**config.mk**
```make
export PLATFORM = sky130hd
export DESIGN_NAME = kp_unlock_regs
export DESIGN_NICKNAME = d
export VERILOG_FILES = /design/src/rtl/kp_pkg.sv /design/src/rtl/kp_lock_slot.sv /design/src/rtl/kp_kick_pair.sv /design/src/rtl/kp_cfg_bank.sv /design/src/rtl/kp_unlock_regs.sv
export SDC_FILE = /design/constraint.sdc
export NUM_CORES = 1
export LEC_CHECK = 0
export BUFFER_PORTS_ARGS = -buffer_cell sky130_fd_sc_hd__buf_2
export CAP_MARGIN = 0
export CORE_MARGIN = 2
export CORE_UTILIZATION = 50
export DETAILED_ROUTE_END_ITERATION = 10
export GPL_ROUTABILITY_DRIVEN = 0
export GPL_TIMING_DRIVEN = 0
export PLACE_DENSITY = 0.77
export SETUP_SLACK_MARGIN = 0.02
export SLEW_MARGIN = 20
export SYNTH_ARGS = -nofsm -noshare
export SYNTH_HDL_FRONTEND = slang
export SYNTH_SLANG_ARGS = --single-unit
```
**constraint.sdc**
```tcl
create_clock -name clk -period 4.2 [get_ports clk]
set_input_delay 0.42 -clock clk [delete_from_list [all_inputs] [get_ports clk]]
set_output_delay 0.42 -clock clk [all_outputs]
set_load 0.03 [all_outputs]
```
**src/rtl/kp_pkg.sv**
```systemverilog
package kp_pkg;
  // which part of the map an address falls in
  typedef enum logic [1:0] {
    SPACE_NONE = 2'd0,
    SPACE_CFG  = 2'd1,
    SPACE_LOCK = 2'd2,
    SPACE_KICK = 2'd3
  } space_e;
endpackage

```
**src/rtl/kp_lock_slot.sv**
```systemverilog
module kp_lock_slot #(
  parameter int unsigned DATA_W = 32,
  parameter logic [DATA_W-1:0] KEY = 32'h5A5A_0001,
  parameter int unsigned WIN = 4
) (
  input  logic              clk,
  input  logic              rst,
  input  logic              key_wr,
  input  logic [DATA_W-1:0] wr_data,
  output logic              open_o
);
  localparam int unsigned CNT_W = $clog2(WIN + 1);

  logic [CNT_W-1:0] cnt;

  always_ff @(posedge clk) begin
    if (rst) begin
      cnt <= '0;
    end else if (key_wr) begin
      cnt <= (wr_data == KEY) ? CNT_W'(WIN) : '0;
    end else if (cnt != '0) begin
      cnt <= cnt - 1'b1;
    end
  end

  assign open_o = (cnt != '0);


  key_open_chk: assert property (@(posedge clk) disable iff (rst)
    key_wr && (wr_data == KEY) |=> open_o);

  zero_relock_chk: assert property (@(posedge clk) disable iff (rst)
    key_wr && (wr_data == '0) |=> !open_o);

  stay_shut_chk: assert property (@(posedge clk) disable iff (rst)
    !open_o && !key_wr |=> !open_o);

  window_close_chk: assert property (@(posedge clk) disable iff (rst)
    open_o && !key_wr && (cnt == CNT_W'(1)) |=> !open_o);
endmodule

```
**src/rtl/kp_kick_pair.sv**
```systemverilog
module kp_kick_pair #(
  parameter int unsigned DATA_W = 32,
  parameter logic [DATA_W-1:0] KEY0 = 32'h83E7_0B13,
  parameter logic [DATA_W-1:0] KEY1 = 32'h95A4_F1E0
) (
  input  logic              clk,
  input  logic              rst,
  input  logic              wr0,
  input  logic              wr1,
  input  logic [DATA_W-1:0] wr_data,
  output logic              ok0,
  output logic              ok1,
  output logic              open_o
);
  logic [DATA_W-1:0] kick0_q, kick1_q;

  always_ff @(posedge clk) begin
    if (rst) begin
      kick0_q <= '0;
      kick1_q <= '0;
    end else begin
      if (wr0) kick0_q <= wr_data;
      if (wr1) kick1_q <= wr_data;
    end
  end

  assign ok0    = (kick0_q == KEY0);
  assign ok1    = (kick1_q == KEY1);
  assign open_o = ok0 && ok1;


  kick_clear_chk: assert property (@(posedge clk) disable iff (rst)
    (wr0 || wr1) && (wr_data == '0) |=> !open_o);

  half_key_chk: assert property (@(posedge clk) disable iff (rst)
    wr0 && (wr_data == KEY0) && !ok1 && !wr1 |=> !open_o);
endmodule

```
**src/rtl/kp_cfg_bank.sv**
```systemverilog
module kp_cfg_bank #(
  parameter int unsigned N_CFG  = 8,
  parameter int unsigned DATA_W = 32,
  localparam int unsigned IDX_W = (N_CFG > 1) ? $clog2(N_CFG) : 1
) (
  input  logic              clk,
  input  logic              rst,
  input  logic              we,
  input  logic [IDX_W-1:0]  idx,
  input  logic [DATA_W-1:0] wdata,
  output logic [DATA_W-1:0] rdata
);
  logic [DATA_W-1:0] mem [N_CFG];

  always_ff @(posedge clk) begin
    if (rst) begin
      for (int j = 0; j < N_CFG; j++) mem[j] <= '0;
    end else if (we) begin
      mem[idx] <= wdata;
    end
  end

  assign rdata = mem[idx];

  for (genvar j = 0; j < N_CFG; j++) begin : g_hold

    word_hold_chk: assert property (@(posedge clk) disable iff (rst)
      !(we && (idx == IDX_W'(j))) |=> $stable(mem[j]));
  end
endmodule

```
**src/rtl/kp_unlock_regs.sv**
```systemverilog
module kp_unlock_regs
  import kp_pkg::*;
#(
  parameter int unsigned ADDR_W     = 8,
  parameter int unsigned DATA_W     = 32,
  parameter int unsigned N_CFG      = 8,
  parameter int unsigned N_LOCK     = 4,
  parameter int unsigned RELOCK_WIN = 4,
  parameter logic [ADDR_W-1:0] LOCK_BASE = 8'h10,
  parameter logic [ADDR_W-1:0] KICK_BASE = 8'h18,
  parameter logic [N_LOCK*8-1:0] LOCK_TGT = {8'd3, 8'd2, 8'd1, 8'd0},
  parameter logic [N_LOCK*DATA_W-1:0] LOCK_KEY =
    {32'h5A5A_0004, 32'h5A5A_0003, 32'h5A5A_0002, 32'h5A5A_0001},
  parameter logic [DATA_W-1:0] KICK_KEY0 = 32'h83E7_0B13,
  parameter logic [DATA_W-1:0] KICK_KEY1 = 32'h95A4_F1E0,
  parameter logic [N_CFG-1:0]  KICK_MASK = 8'b0011_0000
) (
  input  logic              clk,
  input  logic              rst,
  input  logic              wr_en,
  input  logic              rd_en,
  input  logic [ADDR_W-1:0] addr,
  input  logic [DATA_W-1:0] wr_data,
  output logic [DATA_W-1:0] rd_data
);
  localparam int unsigned CIDX_W = (N_CFG > 1) ? $clog2(N_CFG) : 1;
  localparam int unsigned LIDX_W = (N_LOCK > 1) ? $clog2(N_LOCK) : 1;

  space_e             space;
  logic [N_LOCK-1:0]  slot_open;
  logic [N_LOCK-1:0]  slot_wr;
  logic               kick_ok0, kick_ok1, kick_open;
  logic [N_CFG-1:0]   slot_guard, slot_ok, may_write;
  logic               cfg_we;
  logic [DATA_W-1:0]  cfg_rd;
  logic [DATA_W-1:0]  rd_mux;

  // address decode
  always_comb begin
    space = SPACE_NONE;
    if (addr < ADDR_W'(N_CFG))
      space = SPACE_CFG;
    else if (addr >= LOCK_BASE && addr < LOCK_BASE + ADDR_W'(N_LOCK))
      space = SPACE_LOCK;
    else if (addr == KICK_BASE || addr == KICK_BASE + 1'b1)
      space = SPACE_KICK;
  end

  for (genvar i = 0; i < N_LOCK; i++) begin : g_slot
    assign slot_wr[i] = wr_en && (addr == LOCK_BASE + ADDR_W'(i));
    kp_lock_slot #(
      .DATA_W (DATA_W),
      .KEY    (LOCK_KEY[i*DATA_W +: DATA_W]),
      .WIN    (RELOCK_WIN)
    ) u_slot (
      .clk     (clk),
      .rst     (rst),
      .key_wr  (slot_wr[i]),
      .wr_data (wr_data),
      .open_o  (slot_open[i])
    );
  end

  kp_kick_pair #(
    .DATA_W (DATA_W),
    .KEY0   (KICK_KEY0),
    .KEY1   (KICK_KEY1)
  ) u_kick (
    .clk     (clk),
    .rst     (rst),
    .wr0     (wr_en && (addr == KICK_BASE)),
    .wr1     (wr_en && (addr == KICK_BASE + 1'b1)),
    .wr_data (wr_data),
    .ok0     (kick_ok0),
    .ok1     (kick_ok1),
    .open_o  (kick_open)
  );

  // per-word write permission: lock slots win over the kick set
  always_comb begin
    for (int j = 0; j < N_CFG; j++) begin
      slot_guard[j] = 1'b0;
      slot_ok[j]    = 1'b0;
      for (int i = 0; i < N_LOCK; i++) begin
        if (int'(LOCK_TGT[i*8 +: 8]) == j) begin
          slot_guard[j] = 1'b1;
          slot_ok[j]    = slot_ok[j] | slot_open[i];
        end
      end
      if (slot_guard[j])     may_write[j] = slot_ok[j];
      else if (KICK_MASK[j]) may_write[j] = kick_open;
      else                   may_write[j] = 1'b1;
    end
  end

  assign cfg_we = wr_en && (space == SPACE_CFG) && may_write[addr[CIDX_W-1:0]];

  kp_cfg_bank #(
    .N_CFG  (N_CFG),
    .DATA_W (DATA_W)
  ) u_bank (
    .clk   (clk),
    .rst   (rst),
    .we    (cfg_we),
    .idx   (addr[CIDX_W-1:0]),
    .wdata (wr_data),
    .rdata (cfg_rd)
  );

  always_comb begin
    rd_mux = '0;
    unique case (space)
      SPACE_CFG:  rd_mux = cfg_rd;
      SPACE_LOCK: rd_mux = DATA_W'(slot_open[addr[LIDX_W-1:0]]);
      SPACE_KICK: rd_mux = DATA_W'((addr == KICK_BASE) ? kick_ok0 : kick_ok1);
      default:    rd_mux = '0;
    endcase
  end

  always_ff @(posedge clk) begin
    if (rst)        rd_data <= '0;
    else if (rd_en) rd_data <= rd_mux;
  end


  locked_drop_chk: assert property (@(posedge clk) disable iff (rst)
    wr_en && (addr == ADDR_W'(LOCK_TGT[7:0])) && (slot_open == '0) |-> !cfg_we);

  rd_hold_chk: assert property (@(posedge clk) disable iff (rst)
    !rd_en |=> $stable(rd_data));
endmodule

```
==> Implementation_results.wiki <==
{| class="wikitable"
! Metric !! Value
|-
| Outcome || completed
|-
| Warnings from Yosys || 0
|-
| # clock sinks || approximately 360
|-
| Power per standard cell area || 438 nW/um2
|-
| Root Driver || sky130_fd_sc_hd__clkbuf_16
|-
| Worst path required time || around 4.4 ns
|-
| Final WS setup || about 0.83 ns
|-
| Flop and latch count out of synthesis || 364
|-
| Distinct cell type count after synthesis || 48
|-
| Quantity of I/O buffers inserted on ports || 70
|-
| WL/cell || a little over 20 um
|-
| CTS max path bufs || 3
|-
| VDD IR-drop max || around 0.29 mV
|-
| Number of top-level design ports || 76
|-
| Arrival time at the worst endpoint || 3.52 ns
|-
| ANT nets after route || 0
|-
| Total Die Area || 33000 um2
|-
| Main flop type after synthesis || sky130_fd_sc_hd__edfxtp_1
|-
| Count of endpoints failing setup in the final report || 0
|-
| Cell area after placement || 16800 um2
|-
| Insertion delay to the later sink of the worst-skew pair || roughly 0.53 ns
|-
| Hold violation total from the final report || 0
|-
| # placed instances || 1816
|-
| Gate Count Post-Synth || 1340
|-
| CTS tree || yes
|-
| GRT Overall Usage || 23.6%
|-
| Width of the die || 182 um
|-
| Vias in the first global route || between 10000 and 15000
|-
| Slew at the pin with the worst max-slew slack || 1.13 ns
|-
| Final WL || ~39000 um
|-
| Maximum fanout count along the critical path || 32
|-
| Post-Layout Cell Count || around 1900
|-
| Area of the mapped netlist || between 15000 and 20000 um2
|-
| Total count of max-transition violations in the final report || 0
|-
| Filler cell count in the final layout || ~2500
|-
| Post-synthesis sequential area ratio || 62.4%
|-
| RSZ-0062 raised after global routing || no
|-
| Static leakage || ~6.6 nW
|-
| Share of the clock period used by the worst path || roughly 80%
|-
| Row count || 65
|-
| Achievable frequency || 0.297 GHz
|-
| DRT iter0 DRCs || approximately 1100
|-
| Post-synth EDFFs || around 260
|-
| Final core utilization || roughly 57%
|-
| Global route overflow || 0
|-
| Post_cts resized || 0
|-
| Element type at the critical path end || flop
|-
| Clock period minus final worst setup slack || 3.37 ns
|-
| CP Launch Type || flop
|-
| Worst Path Class, Setup || reg -> reg
|-
| Synth-to-Final Area Change || 13.8%
|-
| Number of iterations in the first detailed-routing pass || 5
|-
| Vias after detailed routing || approximately 11000
|-
| H-tree Lvls || 2
|-
| Vias per inst || approximately 5.6
|-
| CTS clk-pin slew, worst paths || 0.06 ns
|-
| Final net count || approximately 1500
|-
| Antenna violations before repair || 3
|-
| Mapped Nets || roughly 1400
|-
| Final hold slack || 0.210 ns
|-
| Drc violations || 0
|-
| Mean area per synthesized cell || between 10 and 15 um2
|-
| Hold Crit Class || in -> reg
|-
| CTS buffer count || 37
|-
| Clock Skews || about 0.012 ns
|-
| Vertical extent of the die || between 150 and 200 um
|-
| Share of synthesized flip-flops with an asynchronous set or reset || 0%
|-
| Buffers inserted by post-CTS timing repair || 0
|-
| Placed wire-length estimate after detailed placement || 26500 um
|-
| First-pass GRT wire length || 59900 um
|-
| Pre-CTS WS || roughly 0.41 ns
|-
| Non-Filler Cell Area, Final || roughly 18000 um2
|-
| Worst slew margin relative to its limit || around a quarter
|-
| Number of max-cap violations || 0
|-
| Hold-fix buffers at CTS || 0
|-
| Maximum number of pins on one net before global-route repair || 33
|-
| Initial cell density of the core || 50.4%
|-
| Share of final-layout standard cells stronger than drive strength 1 || between 15 and 20%
|-
| Core outline area || 31300 um2
|}
-- flip-flops by register name, indices dropped and copies added (netlist names) --
signal             count
u_kick.kick0_q        32
rd_data               32
u_kick.kick1_q        32
g_slot.u_slot.cnt     12
u_bank.mem           256
-- cells in the final DEF, fill, tap and decap left out, types with 5 or more instances in the layout --
cell / synthesis / layout
sky130_fd_sc_hd__nand2_1: 263 / 263
sky130_fd_sc_hd__edfxtp_1: 256 / 256
sky130_fd_sc_hd__nor2_1: 180 / 180
sky130_fd_sc_hd__dfxtp_1: 108 / 108
sky130_fd_sc_hd__a21oi_1: 98 / 98
sky130_fd_sc_hd__clkbuf_1: 69 / 78
sky130_fd_sc_hd__buf_2: 6 / 76
sky130_fd_sc_hd__and2_1: 74 / 74
sky130_fd_sc_hd__mux4_2: 63 / 63
sky130_fd_sc_hd__and2_2: 56 / 56
sky130_fd_sc_hd__nor2b_1: 40 / 40
sky130_fd_sc_hd__clkbuf_16: 0 / 40
sky130_fd_sc_hd__inv_1: 15 / 15
sky130_fd_sc_hd__nand4_1: 12 / 12
sky130_fd_sc_hd__clkinv_1: 0 / 11
sky130_fd_sc_hd__ha_1: 8 / 8
sky130_fd_sc_hd__buf_1: 7 / 7
sky130_fd_sc_hd__or2_2: 6 / 6
sky130_fd_sc_hd__mux2i_1: 6 / 6
sky130_fd_sc_hd__clkbuf_2: 6 / 6
sky130_fd_sc_hd__nand2b_1: 5 / 5
sky130_fd_sc_hd__nor4b_1: 5 / 5
sky130_fd_sc_hd__nor3_1: 5 / 5
-- metrics by stage --
step | total power, mW | TNS, ns
finish | 7.87 | 0
detailed placement | 4.76 | 0
floorplan | 4.52 | 0
global placement | 4.72 | -145.08
CTS | 7.88 | 0
global route | 8.10 | 0
-- worst max-delay path, stage by stage (launching register included) --
cell                        delay (ns)
sky130_fd_sc_hd__dfxtp_1          0.31
sky130_fd_sc_hd__inv_1            0.08
sky130_fd_sc_hd__ha_1             0.18
sky130_fd_sc_hd__nor2b_1          0.36
sky130_fd_sc_hd__mux2i_1          0.16
sky130_fd_sc_hd__o2111ai_1        0.93
sky130_fd_sc_hd__nor2_1           0.25
sky130_fd_sc_hd__or2_2            0.70
-- layer usage --
metal,vias up,share of wire [%],track usage (%)
met3,68,9.4,4.11
li1,4895,-,-
met2,527,49,39.3
met4,0,2.4,7.71
met5,-,0,0
met1,5141,39,31.8
-- area by class of cell --
type | instances | area [um2] | share of cell area (%)
Multi-Input combinational cell | 873 | 5580 | 31.1
Buffer | 88 | 345 | 1.92
Antenna cell | 3 | 7.51 | 0.0418
Clock inverter | 15 | 96.3 | 0.536
Timing Repair Buffer | 74 | 460 | 2.56
Sequential cell | 364 | 9850 | 54.8
Tap cell | 402 | 503 | 2.80
Inverter | 15 | 56.3 | 0.313
Clock buffer | 52 | 1070 | 5.95
-- cells by family (layout without fill, tap and decap cells) --
group                      after synthesis  in the layout  synth area share, %
DFF                                    364            364                 62.4
and+or+nand+nor                        672            672                 20.5
buffers and inverters                  103            244                 2.54
xor gates and xnor gates                 4              4                0.222
muxes                                   70             70                 9.44
other                                    0              3                    0
adders and majority gates                8              8                0.634
AOI/OAI and AO/OA                      119            119                 4.24
-- synth_stat cells (2+ instances only) --
cell	instances	area [um2]
sky130_fd_sc_hd__a2111oi_0	2	17.5
sky130_fd_sc_hd__a211oi_1	3	22.5
sky130_fd_sc_hd__a21oi_1	98	490
sky130_fd_sc_hd__a41o_1	3	30.0
sky130_fd_sc_hd__and2_1	74	463
sky130_fd_sc_hd__and2_2	56	420
sky130_fd_sc_hd__and3_1	2	12.5
sky130_fd_sc_hd__and4_1	2	17.5
sky130_fd_sc_hd__and4b_1	2	20.0
sky130_fd_sc_hd__buf_1	7	26.3
sky130_fd_sc_hd__buf_2	6	30.0
sky130_fd_sc_hd__clkbuf_1	69	259
sky130_fd_sc_hd__clkbuf_2	6	30.0
sky130_fd_sc_hd__dfxtp_1	108	2160
sky130_fd_sc_hd__edfxtp_1	256	7690
sky130_fd_sc_hd__ha_1	8	100
sky130_fd_sc_hd__inv_1	15	56.3
sky130_fd_sc_hd__mux2i_1	6	60.1
sky130_fd_sc_hd__mux4_2	63	1420
sky130_fd_sc_hd__nand2_1	263	987
sky130_fd_sc_hd__nand2b_1	5	31.3
sky130_fd_sc_hd__nand3_1	4	20.0
sky130_fd_sc_hd__nand4_1	12	75.1
sky130_fd_sc_hd__nor2_1	180	676
sky130_fd_sc_hd__nor2b_1	40	250
sky130_fd_sc_hd__nor3_1	5	25.0
sky130_fd_sc_hd__nor3b_1	2	15.0
sky130_fd_sc_hd__nor4_1	3	18.8
sky130_fd_sc_hd__nor4_4	2	42.5
sky130_fd_sc_hd__nor4b_1	5	43.8
sky130_fd_sc_hd__nor4bb_1	3	30.0
sky130_fd_sc_hd__o211a_1	3	30.0
sky130_fd_sc_hd__o21bai_1	4	30.0
sky130_fd_sc_hd__or2_2	6	37.5
sky130_fd_sc_hd__xnor2_1	4	35.0
-- worst paths after layout --
| kind | end | cells after the start | startpoint | slack, ns |
|---|---|---|---|---|
| hold reg to reg | u_kick.kick1_q[17] | 2 | u_kick.kick1_q[17] | 0.45 |
| setup / recovery | u_bank.mem[6][13] | 7 | g_slot[2].u_slot.cnt[0] | 0.83 |
| setup reg to reg | u_bank.mem[6][13] | 7 | g_slot[2].u_slot.cnt[0] | 0.83 |
| hold / removal | u_kick.kick0_q[16] | 3 | wr_data[16] | 0.21 |
-- power breakdown --
group,switching [mW],internal (mW)
logic,0.415,0.273
clock network,1.34,1.84
registers,0.0500,3.96
Power figures use the tool's default switching activity.
